===== config.mk =====
export PLATFORM = sky130hd
export DESIGN_NAME = phyreg_bridge
export DESIGN_NICKNAME = d
export VERILOG_FILES = /design/src/rtl/phyreg_pkg.sv /design/src/rtl/phyreg_ctl_word.sv /design/src/rtl/phyreg_file.sv /design/src/rtl/phyreg_seq.sv /design/src/rtl/phyreg_bridge.sv
export SDC_FILE = /design/constraint.sdc
export NUM_CORES = 1
export LEC_CHECK = 0
export BUFFER_PORTS_ARGS = -buffer_cell sky130_fd_sc_hd__buf_2
export CAP_MARGIN = 5
export CELL_PAD_IN_SITES_DETAIL_PLACEMENT = 1
export CELL_PAD_IN_SITES_GLOBAL_PLACEMENT = 1
export CORE_AREA = 2 2 241 243
export CTS_BUF_LIST = sky130_fd_sc_hd__clkbuf_4 sky130_fd_sc_hd__clkbuf_8
export CTS_CLUSTER_DIAMETER = 150
export DETAILED_ROUTE_END_ITERATION = 10
export DIE_AREA = 0 0 243 245
export GPL_ROUTABILITY_DRIVEN = 0
export PLACE_DENSITY_LB_ADDON = 0.1
export SLEW_MARGIN = 20
export SYNTH_ARGS = -nofsm -noshare
export SYNTH_HDL_FRONTEND = slang
export SYNTH_SLANG_ARGS = --single-unit

===== constraint.sdc =====
create_clock -name clk -period 2.8 [get_ports clk]
set_input_delay 0.28 -clock clk [delete_from_list [all_inputs] [get_ports clk]]
set_output_delay 0.28 -clock clk [all_outputs]
set_load 0.005 [all_outputs]

===== src/rtl/phyreg_pkg.sv =====
package phyreg_pkg;

    localparam int PHY_AW = 6;
    localparam int PHY_DW = 8;

    // Bit positions of the shared control word; software decodes these.
    localparam int POS_ACK   = 26;
    localparam int POS_RDREQ = 25;
    localparam int POS_WRREQ = 24;
    localparam int POS_RBYTE = 16;
    localparam int POS_WBYTE = 8;
    localparam int POS_ADDR  = 0;

    typedef struct packed {
        logic              rd_req;
        logic              wr_req;
        logic [PHY_DW-1:0] wbyte;
        logic [PHY_AW-1:0] addr;
    } ctl_t;

    typedef enum logic [1:0] {
        SEQ_IDLE = 2'd0,
        SEQ_WAIT = 2'd1,
        SEQ_HOLD = 2'd2
    } seq_state_e;

    function automatic ctl_t unpack_ctl(input logic [31:0] w);
        ctl_t c;
        c.rd_req = w[POS_RDREQ];
        c.wr_req = w[POS_WRREQ];
        c.wbyte  = w[POS_WBYTE +: PHY_DW];
        c.addr   = w[POS_ADDR +: PHY_AW];
        return c;
    endfunction

    function automatic logic [31:0] pack_word(input logic ack, input ctl_t c,
                                              input logic [PHY_DW-1:0] rbyte);
        logic [31:0] w;
        w = '0;
        w[POS_ACK]                = ack;
        w[POS_RDREQ]              = c.rd_req;
        w[POS_WRREQ]              = c.wr_req;
        w[POS_RBYTE +: PHY_DW]    = rbyte;
        w[POS_WBYTE +: PHY_DW]    = c.wbyte;
        w[POS_ADDR +: PHY_AW]     = c.addr;
        return w;
    endfunction

endpackage


===== src/rtl/phyreg_ctl_word.sv =====
module phyreg_ctl_word
    import phyreg_pkg::*;
(
    input  logic        clk,
    input  logic        rst,
    input  logic        host_we,
    input  logic [31:0] host_wdata,
    output ctl_t        ctl
);

    // Only the software-owned fields are stored; the rest of the word is
    // either driven by the port or reserved.
    logic [31:0] unused_wbits;
    assign unused_wbits = host_wdata;

    always_ff @(posedge clk) begin
        if (rst) begin
            ctl <= '0;
        end else if (host_we) begin
            ctl <= unpack_ctl(host_wdata);
        end
    end

endmodule


===== src/rtl/phyreg_file.sv =====
module phyreg_file #(
    parameter int AW = 6,
    parameter int DW = 8,
    localparam int DEPTH = 1 << AW
) (
    input  logic          clk,
    input  logic          rst,
    input  logic          we,
    input  logic [AW-1:0] waddr,
    input  logic [DW-1:0] wdata,
    input  logic [AW-1:0] raddr,
    output logic [DW-1:0] rdata
);

    logic [DW-1:0] entry [DEPTH];

    for (genvar i = 0; i < DEPTH; i++) begin : g_entry
        always_ff @(posedge clk) begin
            if (rst) begin
                entry[i] <= '0;
            end else if (we && (waddr == AW'(i))) begin
                entry[i] <= wdata;
            end
        end
    end

    assign rdata = entry[raddr];

endmodule


===== src/rtl/phyreg_seq.sv =====
module phyreg_seq
    import phyreg_pkg::*;
#(
    parameter int LAT = 2,
    localparam int CW = (LAT > 1) ? $clog2(LAT) : 1,
    localparam int PW = $clog2(LAT + 3) + 1
) (
    input  logic              clk,
    input  logic              rst,
    input  ctl_t              ctl,
    input  logic [PHY_DW-1:0] file_rdata,
    output logic              file_we,
    output logic              ack,
    output logic [PHY_DW-1:0] rbyte
);

    seq_state_e      st;
    logic [CW-1:0]   cnt;
    logic            is_rd;
    logic            active;
    logic            other;
    logic            last;

    assign active = is_rd ? ctl.rd_req : ctl.wr_req;
    assign other  = is_rd ? ctl.wr_req : ctl.rd_req;
    assign last   = (cnt == CW'(LAT - 1));
    assign ack    = (st == SEQ_HOLD);

    // The write lands on the same edge that raises the acknowledge bit.
    assign file_we = (st == SEQ_WAIT) && active && !other && !is_rd && last;

    always_ff @(posedge clk) begin
        if (rst) begin
            st    <= SEQ_IDLE;
            cnt   <= '0;
            is_rd <= 1'b0;
            rbyte <= '0;
        end else begin
            case (st)
                SEQ_IDLE: begin
                    if (ctl.rd_req ^ ctl.wr_req) begin
                        is_rd <= ctl.rd_req;
                        cnt   <= '0;
                        st    <= SEQ_WAIT;
                    end
                end
                SEQ_WAIT: begin
                    if (!active || other) begin
                        st <= SEQ_IDLE;
                    end else if (last) begin
                        st <= SEQ_HOLD;
                        if (is_rd) begin
                            rbyte <= file_rdata;
                        end
                    end else begin
                        cnt <= cnt + 1'b1;
                    end
                end
                SEQ_HOLD: begin
                    if (!active) begin
                        st <= SEQ_IDLE;
                    end
                end
                default: st <= SEQ_IDLE;
            endcase
        end
    end

    // Cycles a single request has been pending without acknowledge.
    logic [PW-1:0] pend_cnt;
    always_ff @(posedge clk) begin
        if (rst || ack || !(ctl.rd_req ^ ctl.wr_req)) begin
            pend_cnt <= '0;
        end else if (pend_cnt != '1) begin
            pend_cnt <= pend_cnt + 1'b1;
        end
    end

    assert_ack_bounded_R3: assert property (@(posedge clk) disable iff (rst)
        pend_cnt <= PW'(LAT + 1));

    assert_ack_single_req_R3: assert property (@(posedge clk) disable iff (rst)
        $rose(ack) |-> (ctl.rd_req ^ ctl.wr_req));

    assert_ack_held_R4: assert property (@(posedge clk) disable iff (rst)
        (ack && active) |=> ack);

    assert_ack_drop_R5: assert property (@(posedge clk) disable iff (rst)
        (ack && !active) |=> !ack);

    assert_rbyte_stable_R6: assert property (@(posedge clk) disable iff (rst)
        (ack && $past(ack)) |-> $stable(rbyte));

    assert_both_ignored_R7: assert property (@(posedge clk) disable iff (rst)
        (!ack && ctl.rd_req && ctl.wr_req) |=> !ack);

    assert_no_write_idle_R10: assert property (@(posedge clk) disable iff (rst)
        (ack || (st == SEQ_IDLE)) |-> !file_we);

endmodule


===== src/rtl/phyreg_bridge.sv =====
module phyreg_bridge
    import phyreg_pkg::*;
#(
    parameter int LAT = 2
) (
    input  logic        clk,
    input  logic        rst,
    input  logic        host_we,
    input  logic [31:0] host_wdata,
    output logic [31:0] host_rdata
);

    ctl_t              ctl;
    logic              file_we;
    logic              ack;
    logic [PHY_DW-1:0] file_rdata;
    logic [PHY_DW-1:0] rbyte;

    phyreg_ctl_word u_ctl (
        .clk        (clk),
        .rst        (rst),
        .host_we    (host_we),
        .host_wdata (host_wdata),
        .ctl        (ctl)
    );

    phyreg_seq #(.LAT(LAT)) u_seq (
        .clk        (clk),
        .rst        (rst),
        .ctl        (ctl),
        .file_rdata (file_rdata),
        .file_we    (file_we),
        .ack        (ack),
        .rbyte      (rbyte)
    );

    phyreg_file #(.AW(PHY_AW), .DW(PHY_DW)) u_file (
        .clk   (clk),
        .rst   (rst),
        .we    (file_we),
        .waddr (ctl.addr),
        .wdata (ctl.wbyte),
        .raddr (ctl.addr),
        .rdata (file_rdata)
    );

    assign host_rdata = pack_word(ack, ctl, rbyte);

endmodule


==> flow_metrics.py <==
metrics = {
    "worst_setup_path": {
        "cp-start-kind": "flop",
        "endpoint_kind": "flop",
        "required_ps": 3340,
        "crit_arrival_ps": 3210,
        "cp_max_fo": 9,
        "path_class": "flop to flop",
    },
    "pwr": {
        "power_density_mw_per_mm2": 610,
        "ir_drop_mv": 0.431,
        "report.power.total_mw": 17.9,
        "p_leak_nw": 10.7,
    },
    "floorplan": {
        "core_mm2": 0.0570,
        "initial_core_util": 0.443,
        "die_h_um": 245,
        "die-area_mm2": 0.0595,
        "die_width_um": 243,
        "boundaryPins": 67,
        "rows": 88,
    },
    "global_routing": {
        "antenna_found_initial": 1,
        "grt_pass1_vias": 16300,
        "overflow": 0,
        "grt_pass1_wl_um": 105000,
        "grt_usage": 0.240,
        "grt_max_degree": 51,
    },
    "synthesis": {
        "synth.most_common_cell": "and2_1",
        "yosysWarnings": 0,
        "avgSynthCellArea_um2": 13.9,
        "synthTopCellsByArea": "edfxtp_1 61%, and2_1 13%, mux4_2 7.1%",
        "ys.flop_type": "edfxtp_1",
        "synth_edf_count": 512,
        "synth_area_leader_cell": "edfxtp_1",
        "synthesis.area_mm2": 0.0253,
        "synth-seq-area-share": 0.630,
        "synth_commonest_cells": "513 x and2_1, 512 x edfxtp_1, 98 x clkbuf_1, 90 x mux2_2, 85 x nor2_1",
        "ys_types": 43,
        "synthArstFlopShare": 0,
        "synth_top_cell_area_share": 0.608,
        "synth-seq-cells": 540,
        "synthCells": 1813,
    },
    "placement": {
        "port-buffer-count": 43,
        "hpwl_um": 46500,
    },
    "detailed_routing": {
        "top_layer_used": "met4",
        "drc_errors": 0,
        "postRouteAntennaNets": 0,
        "vias": 15300,
        "wl_met1_um": 31100,
        "route.met2.wl_um": 33400,
        "dr.pass1.iters": 5,
        "wl_met3_um": 3300,
        "drtIter0Drc": 1289,
        "drt_wl_total_um": 70000,
        "post_drt_wl_per_cell_um": 24.8,
        "vias_per_cell": 5.42,
    },
    "timing": {
        "rsz0062_at_grt": "yes",
        "drv_slew": 0,
        "hold_viol": 0,
        "worstMarginPinSlew_ps": 899,
        "max_freq_ghz": 0.373,
        "period_minus_slack_ps": 2680,
        "hold_slack_ps": 244,
        "slew_headroom": 0.401,
        "fin_worst_skew_ps": 26.9,
        "finalSetupViolCount": 0,
        "setup_tns_ps": 0,
        "post-route-period-util": 0.956,
    },
    "layout": {
        "fin_util": 0.515,
        "multi_input_area_mm2": 0.00870,
        "nFillCells": 5677,
        "register_area_mm2": 0.0160,
        "area_delta_synth_final_pct": 16.1,
        "nets": 2016,
        "drive_above_1_share": 0.268,
    },
    "outcome": {
        "status": "completed",
    },
    "clock_tree": {
        "tritoncts": "yes",
        "clock_path_buffers": 3,
        "cts.clk_slew.worst_paths_ps": 60,
        "clock-root-buffer": "clkbuf_8",
        "h-tree-depth": 3,
        "cts_sinks": 540,
        "cts_buffers": 95,
        "clk_latency_ps": 680,
    },
    "min_path": {
        "min_path_type": "input port to flop",
    },
    "job": {
        "cap_violations": 0,
    },
}
[final cells by class]
type                    instances  share of cell area
inverters                       4            0.000511
clock inverters                44             0.00984
diodes                          1           0.0000852
well taps                     765              0.0326
clock buffers                 131              0.0544
flip-flops and latches        540               0.543
multi-input cells            1123               0.296
repair buffers                217              0.0631
[state kept, by name (all words and copies together) (netlist names)]
signal / count
u_file.entry: 512
u_seq.cnt: 1
u_seq.st: 2
u_seq.is_rd: 1
u_seq.rbyte: 8
u_ctl.ctl: 16
[layer usage]
metal,global-route usage,vias up
li1,-,6953
met1,0.328,7837
met2,0.392,383
met3,0.0375,126
met4,0.0832,0
met5,0,-
[worst paths after layout]
check / from / endpoint / slack (ps) / cells after the start
max reg2reg: u_seq.st[0] / u_file.entry[0][0] / 120 / 5
min reg2reg: u_seq.cnt / u_seq.cnt / 530 / 2
min: host_we / u_ctl.ctl[0] / 240 / 3
max: u_seq.st[0] / u_file.entry[0][0] / 120 / 5
[through the flow]
step	instance area (um2)	worst slack (ps)	instances
3_3_place_gp	27200	250	2626
3_5_place_dp	27200	159	2626
4_1_cts	29400	140	2824
2_1_floorplan	25300	528	1819
5_1_grt	29400	-111	2825
6_report	29400	122	2825
[critical path: stages (launching register included)]
cell	delay (ps)
dfxtp_1	490
nand3b_1	340
nor4_2	460
nand2_1	430
nor2_1	600
and2_1	220
[power by group]
part	internal [mW]	switching [mW]	leakage [nW]
combinational	0.572	0.782	4.20
clock	3.98	3.31	0.993
sequential	9.07	0.177	5.53
total	13.6	4.27	10.7
[layout by cell type, fill, tap and decap left out, types with 3 or more instances in the layout]
cell type	netlist	routed
nor2_2	12	13
dfxtp_1	28	17
bufinv_16	0	3
inv_6	0	3
a221oi_1	8	8
o31ai_1	6	6
clkbuf_8	0	98
nand2b_1	5	5
nand3_1	4	4
mux2i_1	40	40
nor2_1	85	84
and2_1	513	513
a211oi_1	12	12
o21ai_0	10	10
buf_12	0	22
nor3_1	22	22
clkbuf_4	0	33
or3_1	3	3
nor4_1	8	8
clkinv_2	0	9
clkinvlp_4	0	3
buf_2	22	43
mux2_2	90	90
dlygate4sd3_1	0	23
a21oi_1	12	12
edfxtp_1	512	512
o21bai_1	64	64
nor2b_1	10	10
mux4_2	80	80
conb_1	1	7
clkinv_1	0	25
nand2_1	60	59
inv_1	3	3
buf_4	18	129
or2_2	6	6
a32oi_1	9	9
o22ai_1	42	42
dfxtp_2	0	9
[kinds of logic (layout without fill, tap and decap cells)]
family	Yosys count	after routing	share of synthesized area
and+or+nand+nor	737	737	0.169
DFF	540	540	0.630
muxes	210	210	0.127
AOI/OAI and AO/OA	169	169	0.0468
buffers and inverters	156	396	0.0269
other	1	8	0.000148
[repair_timing]
action	CTS	global route
endpoints found under the setup margin	0	78
hold buffers	23	0
hold endpoints to repair	17	0
buffers inserted	0	0
gates resized for setup	0	2
No activity file was read; power rests on OpenSTA's default activity.
